File: src/rtl/idxfwd_pkg.sv
package idxfwd_pkg;
  typedef enum logic [1:0] {
    PORT_IDLE   = 2'd0,
    PORT_STORE  = 2'd1,
    PORT_RELOAD = 2'd2
  } port_own_e;
endpackage

File: src/rtl/fwd_dist_table.sv
module fwd_dist_table #(
  parameter int ENTRIES = 64,
  parameter int PC_W    = 32,
  parameter int PC_LSB  = 2,
  parameter int DIST_W  = 5
) (
  input  logic              clk,
  input  logic              rst_n,
  input  logic [PC_W-1:0]   rd_pc,
  output logic              rd_hit,
  output logic [DIST_W-1:0] rd_dist,
  input  logic              wr_en,
  input  logic [PC_W-1:0]   wr_pc,
  input  logic              wr_valid,
  input  logic [DIST_W-1:0] wr_dist
);
  localparam int IDX_W = $clog2(ENTRIES);

  logic [ENTRIES-1:0] vld_q, vld_d;
  logic [DIST_W-1:0]  dist_q [ENTRIES];
  logic [DIST_W-1:0]  dist_d [ENTRIES];
  logic [IDX_W-1:0]   rd_idx, wr_idx;

  assign rd_idx  = rd_pc[PC_LSB +: IDX_W];
  assign wr_idx  = wr_pc[PC_LSB +: IDX_W];
  assign rd_hit  = vld_q[rd_idx];
  assign rd_dist = dist_q[rd_idx];

  always_comb begin
    vld_d  = vld_q;
    dist_d = dist_q;
    if (wr_en) begin
      vld_d[wr_idx]  = wr_valid;
      dist_d[wr_idx] = wr_dist;
    end
  end

  always_ff @(posedge clk or negedge rst_n) begin
    if (!rst_n) vld_q <= '0;
    else        vld_q <= vld_d;
  end

  always_ff @(posedge clk) begin
    dist_q <= dist_d;
  end

  AST_TRAIN_DIST_NONZERO: assert property (@(posedge clk) disable iff (!rst_n)
    (wr_en && wr_valid) |-> (wr_dist != '0));
endmodule

File: src/rtl/sq_ring.sv
module sq_ring #(
  parameter int DEPTH = 16,
  parameter int SEQ_W = 8,
  parameter int AW    = 32,
  parameter int DW    = 64
) (
  input  logic                     clk,
  input  logic                     rst_n,
  input  logic                     alloc_vld,
  output logic [SEQ_W-1:0]         tail_seq,
  output logic                     full,
  output logic                     empty,
  input  logic                     agen_vld,
  input  logic [$clog2(DEPTH)-1:0] agen_idx,
  input  logic [AW-1:0]            agen_addr,
  input  logic                     dgen_vld,
  input  logic [$clog2(DEPTH)-1:0] dgen_idx,
  input  logic [DW-1:0]            dgen_data,
  input  logic                     commit_en,
  output logic [AW-1:0]            head_addr,
  output logic [DW-1:0]            head_data,
  output logic [SEQ_W-1:0]         head_seq,
  output logic                     head_ready,
  input  logic [SEQ_W-1:0]         rd_seq,
  output logic                     rd_hit,
  output logic [AW-1:0]            rd_addr,
  output logic [DW-1:0]            rd_data
);
  localparam int IDX_W = $clog2(DEPTH);

  logic [SEQ_W-1:0] head_q, head_d, tail_q, tail_d, count;
  logic [DEPTH-1:0] vld_q, vld_d, ardy_q, ardy_d, drdy_q, drdy_d;
  logic [SEQ_W-1:0] seq_q  [DEPTH];
  logic [SEQ_W-1:0] seq_d  [DEPTH];
  logic [AW-1:0]    addr_q [DEPTH];
  logic [AW-1:0]    addr_d [DEPTH];
  logic [DW-1:0]    data_q [DEPTH];
  logic [DW-1:0]    data_d [DEPTH];
  logic [IDX_W-1:0] head_idx, tail_idx, rd_idx;
  logic             alloc_ok, commit_ok;

  assign count     = tail_q - head_q;
  assign full      = (count == SEQ_W'(DEPTH));
  assign empty     = (count == '0);
  assign alloc_ok  = alloc_vld && !full;
  assign commit_ok = commit_en && !empty;
  assign head_idx  = head_q[IDX_W-1:0];
  assign tail_idx  = tail_q[IDX_W-1:0];
  assign tail_seq  = tail_q;
  assign head_seq  = head_q;
  assign head_addr = addr_q[head_idx];
  assign head_data = data_q[head_idx];
  assign head_ready = vld_q[head_idx] && ardy_q[head_idx] && drdy_q[head_idx];

  // single indexed read at the predicted position
  assign rd_idx  = rd_seq[IDX_W-1:0];
  assign rd_hit  = vld_q[rd_idx] && (seq_q[rd_idx] == rd_seq) &&
                   ardy_q[rd_idx] && drdy_q[rd_idx];
  assign rd_addr = addr_q[rd_idx];
  assign rd_data = data_q[rd_idx];

  always_comb begin
    head_d = head_q;
    tail_d = tail_q;
    vld_d  = vld_q;
    ardy_d = ardy_q;
    drdy_d = drdy_q;
    seq_d  = seq_q;
    addr_d = addr_q;
    data_d = data_q;
    if (agen_vld) begin
      ardy_d[agen_idx] = 1'b1;
      addr_d[agen_idx] = agen_addr;
    end
    if (dgen_vld) begin
      drdy_d[dgen_idx] = 1'b1;
      data_d[dgen_idx] = dgen_data;
    end
    if (commit_ok) begin
      vld_d[head_idx] = 1'b0;
      head_d          = head_q + SEQ_W'(1);
    end
    if (alloc_ok) begin
      vld_d[tail_idx]  = 1'b1;
      ardy_d[tail_idx] = 1'b0;
      drdy_d[tail_idx] = 1'b0;
      seq_d[tail_idx]  = tail_q;
      tail_d           = tail_q + SEQ_W'(1);
    end
  end

  always_ff @(posedge clk or negedge rst_n) begin
    if (!rst_n) begin
      head_q <= '0;
      tail_q <= '0;
      vld_q  <= '0;
      ardy_q <= '0;
      drdy_q <= '0;
    end else begin
      head_q <= head_d;
      tail_q <= tail_d;
      vld_q  <= vld_d;
      ardy_q <= ardy_d;
      drdy_q <= drdy_d;
    end
  end

  always_ff @(posedge clk) begin
    seq_q  <= seq_d;
    addr_q <= addr_d;
    data_q <= data_d;
  end

  AST_OCCUPANCY_BOUND: assert property (@(posedge clk) disable iff (!rst_n)
    count <= SEQ_W'(DEPTH));
  AST_NO_ALLOC_WHEN_FULL: assert property (@(posedge clk) disable iff (!rst_n)
    (alloc_vld && full && !commit_en) |=> $stable(tail_q));
  AST_TAIL_ADVANCES: assert property (@(posedge clk) disable iff (!rst_n)
    (alloc_vld && !full) |=> (tail_q == $past(tail_q) + SEQ_W'(1)));
  AST_COMMIT_HEAD_READY: assert property (@(posedge clk) disable iff (!rst_n)
    commit_ok |-> head_ready);
endmodule

File: src/rtl/commit_log.sv
module commit_log #(
  parameter int ENTRIES  = 16,
  parameter int SEQ_W    = 8,
  parameter int AW       = 32,
  parameter int ADDR_LSB = 2,
  parameter int WINDOW   = 16,
  parameter int DIST_W   = 5
) (
  input  logic              clk,
  input  logic              rst_n,
  input  logic              wr_en,
  input  logic [AW-1:0]     wr_addr,
  input  logic [SEQ_W-1:0]  wr_seq,
  input  logic [AW-1:0]     lk_addr,
  input  logic [SEQ_W-1:0]  lk_snap,
  output logic              lk_hit,
  output logic [DIST_W-1:0] lk_dist
);
  localparam int IDX_W = $clog2(ENTRIES);

  logic [ENTRIES-1:0] vld_q, vld_d;
  logic [AW-1:0]      tag_q [ENTRIES];
  logic [AW-1:0]      tag_d [ENTRIES];
  logic [SEQ_W-1:0]   seq_q [ENTRIES];
  logic [SEQ_W-1:0]   seq_d [ENTRIES];
  logic [IDX_W-1:0]   wr_idx, lk_idx;
  logic [SEQ_W-1:0]   gap;

  assign wr_idx  = wr_addr[ADDR_LSB +: IDX_W];
  assign lk_idx  = lk_addr[ADDR_LSB +: IDX_W];
  assign gap     = lk_snap - seq_q[lk_idx];
  assign lk_hit  = vld_q[lk_idx] && (tag_q[lk_idx] == lk_addr) &&
                   (gap != '0) && (gap <= SEQ_W'(WINDOW));
  assign lk_dist = gap[DIST_W-1:0];

  always_comb begin
    vld_d = vld_q;
    tag_d = tag_q;
    seq_d = seq_q;
    if (wr_en) begin
      vld_d[wr_idx] = 1'b1;
      tag_d[wr_idx] = wr_addr;
      seq_d[wr_idx] = wr_seq;
    end
  end

  always_ff @(posedge clk or negedge rst_n) begin
    if (!rst_n) vld_q <= '0;
    else        vld_q <= vld_d;
  end

  always_ff @(posedge clk) begin
    tag_q <= tag_d;
    seq_q <= seq_d;
  end

  AST_LOG_DIST_IN_WINDOW: assert property (@(posedge clk) disable iff (!rst_n)
    lk_hit |-> (lk_dist != '0));
endmodule

File: src/rtl/idx_fwd_lsu.sv
module idx_fwd_lsu
  import idxfwd_pkg::*;
#(
  parameter int SQ_DEPTH     = 16,
  parameter int SEQ_W        = 8,
  parameter int PRED_ENTRIES = 64,
  parameter int LOG_ENTRIES  = 16,
  parameter int PC_W         = 32,
  parameter int AW           = 32,
  parameter int DW           = 64,
  parameter int SQ_IDX_W     = $clog2(SQ_DEPTH)
) (
  input  logic                clk,
  input  logic                rst_n,
  input  logic                st_alloc_vld,
  output logic [SEQ_W-1:0]    sq_tail,
  output logic                sq_full,
  input  logic                st_agen_vld,
  input  logic [SQ_IDX_W-1:0] st_agen_idx,
  input  logic [AW-1:0]       st_agen_addr,
  input  logic                st_dgen_vld,
  input  logic [SQ_IDX_W-1:0] st_dgen_idx,
  input  logic [DW-1:0]       st_dgen_data,
  input  logic                st_commit_req,
  output logic                st_commit_ack,
  input  logic                ld_vld,
  input  logic [PC_W-1:0]     ld_pc,
  input  logic [AW-1:0]       ld_addr,
  input  logic [SEQ_W-1:0]    ld_snap,
  input  logic [DW-1:0]       ld_cache_data,
  output logic                ld_res_vld,
  output logic                ld_res_fwd,
  output logic [DW-1:0]       ld_res_data,
  input  logic                rx_vld,
  input  logic [PC_W-1:0]     rx_pc,
  input  logic [AW-1:0]       rx_addr,
  input  logic [SEQ_W-1:0]    rx_snap,
  input  logic [DW-1:0]       rx_orig_data,
  output logic                rx_done,
  output logic                rx_flush,
  output logic                dc_vld,
  output logic                dc_we,
  output logic [AW-1:0]       dc_addr,
  output logic [DW-1:0]       dc_wdata,
  input  logic [DW-1:0]       dc_rdata
);
  localparam int DIST_W = SQ_IDX_W + 1;

  // reset: asserted asynchronously, released on a clock edge
  logic rst_meta_q, rst_n_s;
  always_ff @(posedge clk or negedge rst_n) begin
    if (!rst_n) begin
      rst_meta_q <= 1'b0;
      rst_n_s    <= 1'b0;
    end else begin
      rst_meta_q <= 1'b1;
      rst_n_s    <= rst_meta_q;
    end
  end

  logic              pred_hit;
  logic [DIST_W-1:0] pred_dist;
  logic [SEQ_W-1:0]  pred_seq;
  logic              sq_hit, sq_empty, head_ready;
  logic [AW-1:0]     sq_rd_addr, head_addr;
  logic [DW-1:0]     sq_rd_data, head_data;
  logic [SEQ_W-1:0]  head_seq;
  logic              log_hit;
  logic [DIST_W-1:0] log_dist;
  port_own_e         port_own;

  fwd_dist_table #(
    .ENTRIES(PRED_ENTRIES), .PC_W(PC_W), .PC_LSB(2), .DIST_W(DIST_W)
  ) pred_i (
    .clk(clk), .rst_n(rst_n_s),
    .rd_pc(ld_pc), .rd_hit(pred_hit), .rd_dist(pred_dist),
    .wr_en(rx_flush), .wr_pc(rx_pc), .wr_valid(log_hit), .wr_dist(log_dist)
  );

  assign pred_seq = ld_snap - SEQ_W'(pred_dist);

  sq_ring #(
    .DEPTH(SQ_DEPTH), .SEQ_W(SEQ_W), .AW(AW), .DW(DW)
  ) sq_i (
    .clk(clk), .rst_n(rst_n_s),
    .alloc_vld(st_alloc_vld), .tail_seq(sq_tail), .full(sq_full), .empty(sq_empty),
    .agen_vld(st_agen_vld), .agen_idx(st_agen_idx), .agen_addr(st_agen_addr),
    .dgen_vld(st_dgen_vld), .dgen_idx(st_dgen_idx), .dgen_data(st_dgen_data),
    .commit_en(st_commit_ack),
    .head_addr(head_addr), .head_data(head_data), .head_seq(head_seq),
    .head_ready(head_ready),
    .rd_seq(pred_seq), .rd_hit(sq_hit), .rd_addr(sq_rd_addr), .rd_data(sq_rd_data)
  );

  commit_log #(
    .ENTRIES(LOG_ENTRIES), .SEQ_W(SEQ_W), .AW(AW), .ADDR_LSB(2),
    .WINDOW(SQ_DEPTH), .DIST_W(DIST_W)
  ) log_i (
    .clk(clk), .rst_n(rst_n_s),
    .wr_en(st_commit_ack), .wr_addr(head_addr), .wr_seq(head_seq),
    .lk_addr(rx_addr), .lk_snap(rx_snap), .lk_hit(log_hit), .lk_dist(log_dist)
  );

  // execution-time forwarding decision
  logic          fwd_d;
  logic [DW-1:0] data_d;
  logic          res_vld_q, res_fwd_q;
  logic [DW-1:0] res_data_q;

  assign fwd_d  = ld_vld && pred_hit && sq_hit && (sq_rd_addr == ld_addr);
  assign data_d = fwd_d ? sq_rd_data : ld_cache_data;

  always_ff @(posedge clk or negedge rst_n_s) begin
    if (!rst_n_s) begin
      res_vld_q <= 1'b0;
      res_fwd_q <= 1'b0;
    end else begin
      res_vld_q <= ld_vld;
      res_fwd_q <= fwd_d;
    end
  end

  always_ff @(posedge clk) begin
    if (ld_vld) res_data_q <= data_d;
  end

  assign ld_res_vld  = res_vld_q;
  assign ld_res_fwd  = res_fwd_q;
  assign ld_res_data = res_data_q;

  // shared cache port: store commit first, re-execution otherwise
  always_comb begin
    if (st_commit_req && !sq_empty) port_own = PORT_STORE;
    else if (rx_vld)                port_own = PORT_RELOAD;
    else                            port_own = PORT_IDLE;
  end

  assign st_commit_ack = (port_own == PORT_STORE);
  assign rx_done       = (port_own == PORT_RELOAD);
  assign rx_flush      = rx_done && (dc_rdata != rx_orig_data);
  assign dc_vld        = (port_own != PORT_IDLE);
  assign dc_we         = (port_own == PORT_STORE);
  assign dc_addr       = (port_own == PORT_STORE) ? head_addr : rx_addr;
  assign dc_wdata      = head_data;

  AST_STORE_WINS_PORT: assert property (@(posedge clk) disable iff (!rst_n_s)
    (st_commit_req && !sq_empty) |-> !rx_done);
  AST_PORT_SINGLE_USER: assert property (@(posedge clk) disable iff (!rst_n_s)
    !(dc_we && rx_done));
  AST_RELOAD_NOT_STARVED: assert property (@(posedge clk) disable iff (!rst_n_s)
    (rx_vld && !st_commit_req) |-> rx_done);
  AST_FWD_ONLY_WITH_RESULT: assert property (@(posedge clk) disable iff (!rst_n_s)
    ld_res_fwd |-> ld_res_vld);
endmodule

File: config.mk
export PLATFORM = sky130hd
export DESIGN_NAME = idx_fwd_lsu
export DESIGN_NICKNAME = d
export VERILOG_FILES = /design/src/rtl/idxfwd_pkg.sv /design/src/rtl/fwd_dist_table.sv /design/src/rtl/sq_ring.sv /design/src/rtl/commit_log.sv /design/src/rtl/idx_fwd_lsu.sv
export SDC_FILE = /design/constraint.sdc
export NUM_CORES = 2
export LEC_CHECK = 0
export ABC_AREA = 1
export ABC_CLOCK_PERIOD_IN_PS = 5820
export BUFFER_PORTS_ARGS = -buffer_cell sky130_fd_sc_hd__buf_2
export CAP_MARGIN = 20
export CORE_ASPECT_RATIO = 0.5
export CORE_UTILIZATION = 30
export DETAILED_ROUTE_END_ITERATION = 6
export HOLD_SLACK_MARGIN = 0.12
export PLACE_DENSITY_LB_ADDON = 0.2
export RECOVER_POWER = 25
export SYNTH_ARGS = -nofsm -noshare
export SYNTH_HDL_FRONTEND = slang
export SYNTH_SLANG_ARGS = --single-unit
File: constraint.sdc
create_clock -name clk -period 5.82 [get_ports clk]
set_clock_uncertainty 0.05 [all_clocks]
set_input_delay 0.873 -clock clk [delete_from_list [all_inputs] [get_ports clk]]
set_output_delay 0.873 -clock clk [all_outputs]
set_load 0.1 [all_outputs]
==> summary.md <==
| Metric | Value |
|---|---|
| Number of max-cap violations | 0 |
| Async SR Flop Fraction | 5.219% |
| Grt ovf | 0 |
| CP arrival | 6.31 ns |
| Final min period | 5.606 ns |
| Detailed Route WL | 470600 microns |
| Slew Viols, Final | 0 |
| Post-synthesis cell count | 12.87k |
| Area occupied by multi-input gates | 40390 sq um |
| Worst reg2reg setup slack | 0.34 ns |
| Total GRT Usage | 20.45% |
| H-tree depth | 5 |
| Share of cells above drive strength 1 | 11.54% |
| Mapped Nets | 13.35k |
| Compound-Gate Fraction of Synth Area | 14.90% |
| Crit Path Max Fanout | 44 |
| Detailed Route Iter0 Violations | 10.17k |
| Worst setup margin | 0.2139 ns |
| GP Congestion | 0.8300 |
| Syn avg cell area | 10.22 sq um |
| Setup CP Type | input pin to flip-flop |
| Rel. slew slack | 8.063% |
| Fin nets | 13.89k |
| CP Capture Type | flip-flop |
| Largest family of logic cells by synthesized area | compound AO/OA/AOI/OAI gates |
| Clk root buf | clkbuf_16 |
| Unrepaired setup endpoints after global routing | no |
| Dpl hpwl | 266300 microns |
| Fill count | 43.25k |
| Routed len/inst | 24.17 microns |
| Peak VDD IR | 0.6208 mV |
| CP max stage cell | fa_4 |
| Core area | 435400 sq um |
| Post-synth top area cell | edfxtp_1 |
| Area contributors post-synth | edfxtp_1 61%, o21ai_0 7.8%, nand2_1 5.9% |
| Final setup vio count | 0 |
| WP buf/inv | 9 |
| Share of the synthesized area in the top cell type | 61.35% |
| First-pass GRT wire length | 676200 microns |
| Yosys cell types | 42 |
| Initial DRT Pass Iterations | 6 |
| Number of core rows | 171 |
| Worst-Skew Late Latency | 0.93 ns |
| CP delay by family, top | simple AND/OR/NAND/NOR gates |
| Achievable frequency | 178.4 MHz |
| Initial Util | 30.22% |
| Largest net degree at the start of global routing | 194 |
| Tcrit/Tclk final | 96.32% |
| TritonCTS clock tree | yes |
| EDFF count, synth | 2688 |
| Leakage | 56.37 nW |
| Drt drc | 0 |
| Slew at the pin closest to its max-slew limit | 1.379 ns |
| FF+latch count, synth | 2836 |
| HP Class | input pin to flip-flop |
| Final Hold Viols | 0 |
| Synth warn | 0 |
| Critical Path RT | 6.53 ns |
| Worst hold margin | 0.1904 ns |
| Clock-pin slew on the worst setup and hold paths | 0.06 ns |
| Synth Flop Type | edfxtp_1 |
| I/O pin count | 624 |
| CP dominant cell by count | nand2_1 |
| Final total power | 73.61 mW |
| Mapped cell area | 131600 sq um |
| Post-Synth Adder-Cell Area | 0.2967% |
| Port Buf Inserts | 571 |
| Die area | 441400 sq um |
| Mean number of vias per cell | 5.206 |
| Clock sink count | 2836 |
| Count leader, synth | edfxtp_1 |
| CTS buffer count | 293 |
| Max Root-Sink Buffers | 4 |
| Number of antenna violations at the first check in global routing | 70 |
| Worst setup SP type | input pin |
| Chip width | 938.6 microns |
| Status | finished, final reports clean |
| Post-synthesis mux area share | 0.4869% |
| P&R area growth vs syn | 16.95% |
| Post-synthesis xor/xnor area fraction | 0.4327% |
| CP peak stage delay | 0.93 ns |
| Sequential area share after synthesis | 64.16% |
| Power Density | 478.3 nW/um^2 |
| FF+latch area | 84430 sq um |
| Top post-synthesis cells by count | 2688 x edfxtp_1, 2080 x nand2_1, 2062 x o21ai_0 |
| Vias | 101.4k |
| Die height | 470.3 microns |
| Post-Synth Simple-Gate Area | 14.18% |
| Pre-CTS setup slack | -0.6238 ns |
| Antenna viol nets, final | 0 |
| Vias in the first global route | 96.95k |
==> registers in the layout (all words and copies together), names as in the netlist <==
name,cells
sq_i.data_q,1024
log_i.tag_q,512
sq_i.addr_q,512
pred_i.dist_q,320
log_i.seq_q,128
sq_i.seq_q,128
ld_res_data,64
pred_i.vld_q,64
log_i.vld_q,16
sq_i.ardy_q,16
sq_i.drdy_q,16
sq_i.vld_q,16
sq_i.head_seq,8
sq_i.tail_seq,8
ld_res_fwd,1
ld_res_vld,1
rst_meta_q,1
rst_n_s,1
==> placed cells by master (no fill, tap or decap), types with 24 or more instances in the layout <==
cell and count:
clkinv_2 47, ha_1 27, nand2_1 2077, clkbuf_16 306
nor3_1 34, mux2i_1 64, o221ai_1 35, or2_2 24
diode_2 33, buf_4 453, edfxtp_1 2688, nand4_1 112
o211ai_1 130, a21boi_0 128, o21ai_0 2052, nor2_4 55
o22ai_1 272, xor2_1 28, dfrtp_1 144, nand3_1 989
nor2_1 1186, buf_12 150, buf_2 440, xnor2_1 37
clkbuf_1 166, inv_1 826, a21oi_1 906, clkinv_1 46
a2111o_1 64
==> cells by family after synthesis <==
logic type | Yosys count
buf+inv | 1760
other cells | 1
flops | 2836
fa+ha+maj | 30
xor+xnor | 65
simple gates | 4509
compound gates | 3609
mux | 64
==> what timing repair did <==
action,in CTS,in global routing
hold buffers,19,0
setup endpoints to repair,1,17
pin swaps,1,0
buffers inserted,4,0
gates resized for setup,0,2
hold endpoints to repair,20,0
==> through the flow <==
step                      util [%]  std cells  setup TNS (ns)  area, sq um
after CTS                    35.34      19430               0       153900
after global routing         35.34      19460               0       153900
after floorplan                  -      12870          -9.149       131600
after detailed placement     33.16      18890          -30.75       144400
final                        35.34      19470               0       153900
after global placement       33.16      18890          -29.91       144400
==> worst reg2reg max path, delay by kind of cell, from the launching register on <==
kind / cells / cell delay (ns)
flip-flops: 1 / 0.35
adder cells (fa/ha/maj): 2 / 1.17
AND/OR/NAND/NOR: 15 / 1.98
AO/OA/AOI/OAI: 6 / 0.77
buffers and inverters: 6 / 1.01
==> power by group <==
group | switching, mW | internal (mW) | total, mW
Sequential | 0.498 | 25.7 | 26.2
Combinational | 21.5 | 6.84 | 28.4
Clock | 8.38 | 10.6 | 19.0
==> final cells by class <==
type                    count  share of cell area, %
clock buffers             386                  5.236
repair buffers           1161                  5.985
diodes                     33                0.05366
clock inverters           134                 0.7830
inverters                 846                  2.112
multi-input cells        8278                  26.25
flip-flops and latches   2836                  54.87
well taps                5795                  4.712
==> layer usage <==
layer | vias up | routed length (microns) | GRT usage, %
met5 | - | 143 | 0
met1 | 50250 | 209500 | 28.41
met4 | 20 | 14370 | 6.236
li1 | 46780 | - | -
met3 | 761 | 28940 | 2.724
met2 | 3543 | 217600 | 33.31
==> worst paths after layout <==
| kind | startpoint | to | cells after the start |
|---|---|---|---|
| setup / recovery | ld_pc[2] | ld_res_data[33] | 32 |
| hold / removal | ld_cache_data[14] | ld_res_data[14] | 3 |
| setup reg to reg | pred_i.dist_q[90] | ld_res_data[33] | 29 |
| hold reg to reg | rst_n_s | ld_res_fwd | 0 |
| max in group asynchronous | rst_n_s | sq_i.head_seq[1] | 1 |
| min in group asynchronous | rst_n_s | ld_res_fwd | 0 |
(Power assumes the default switching activity.)
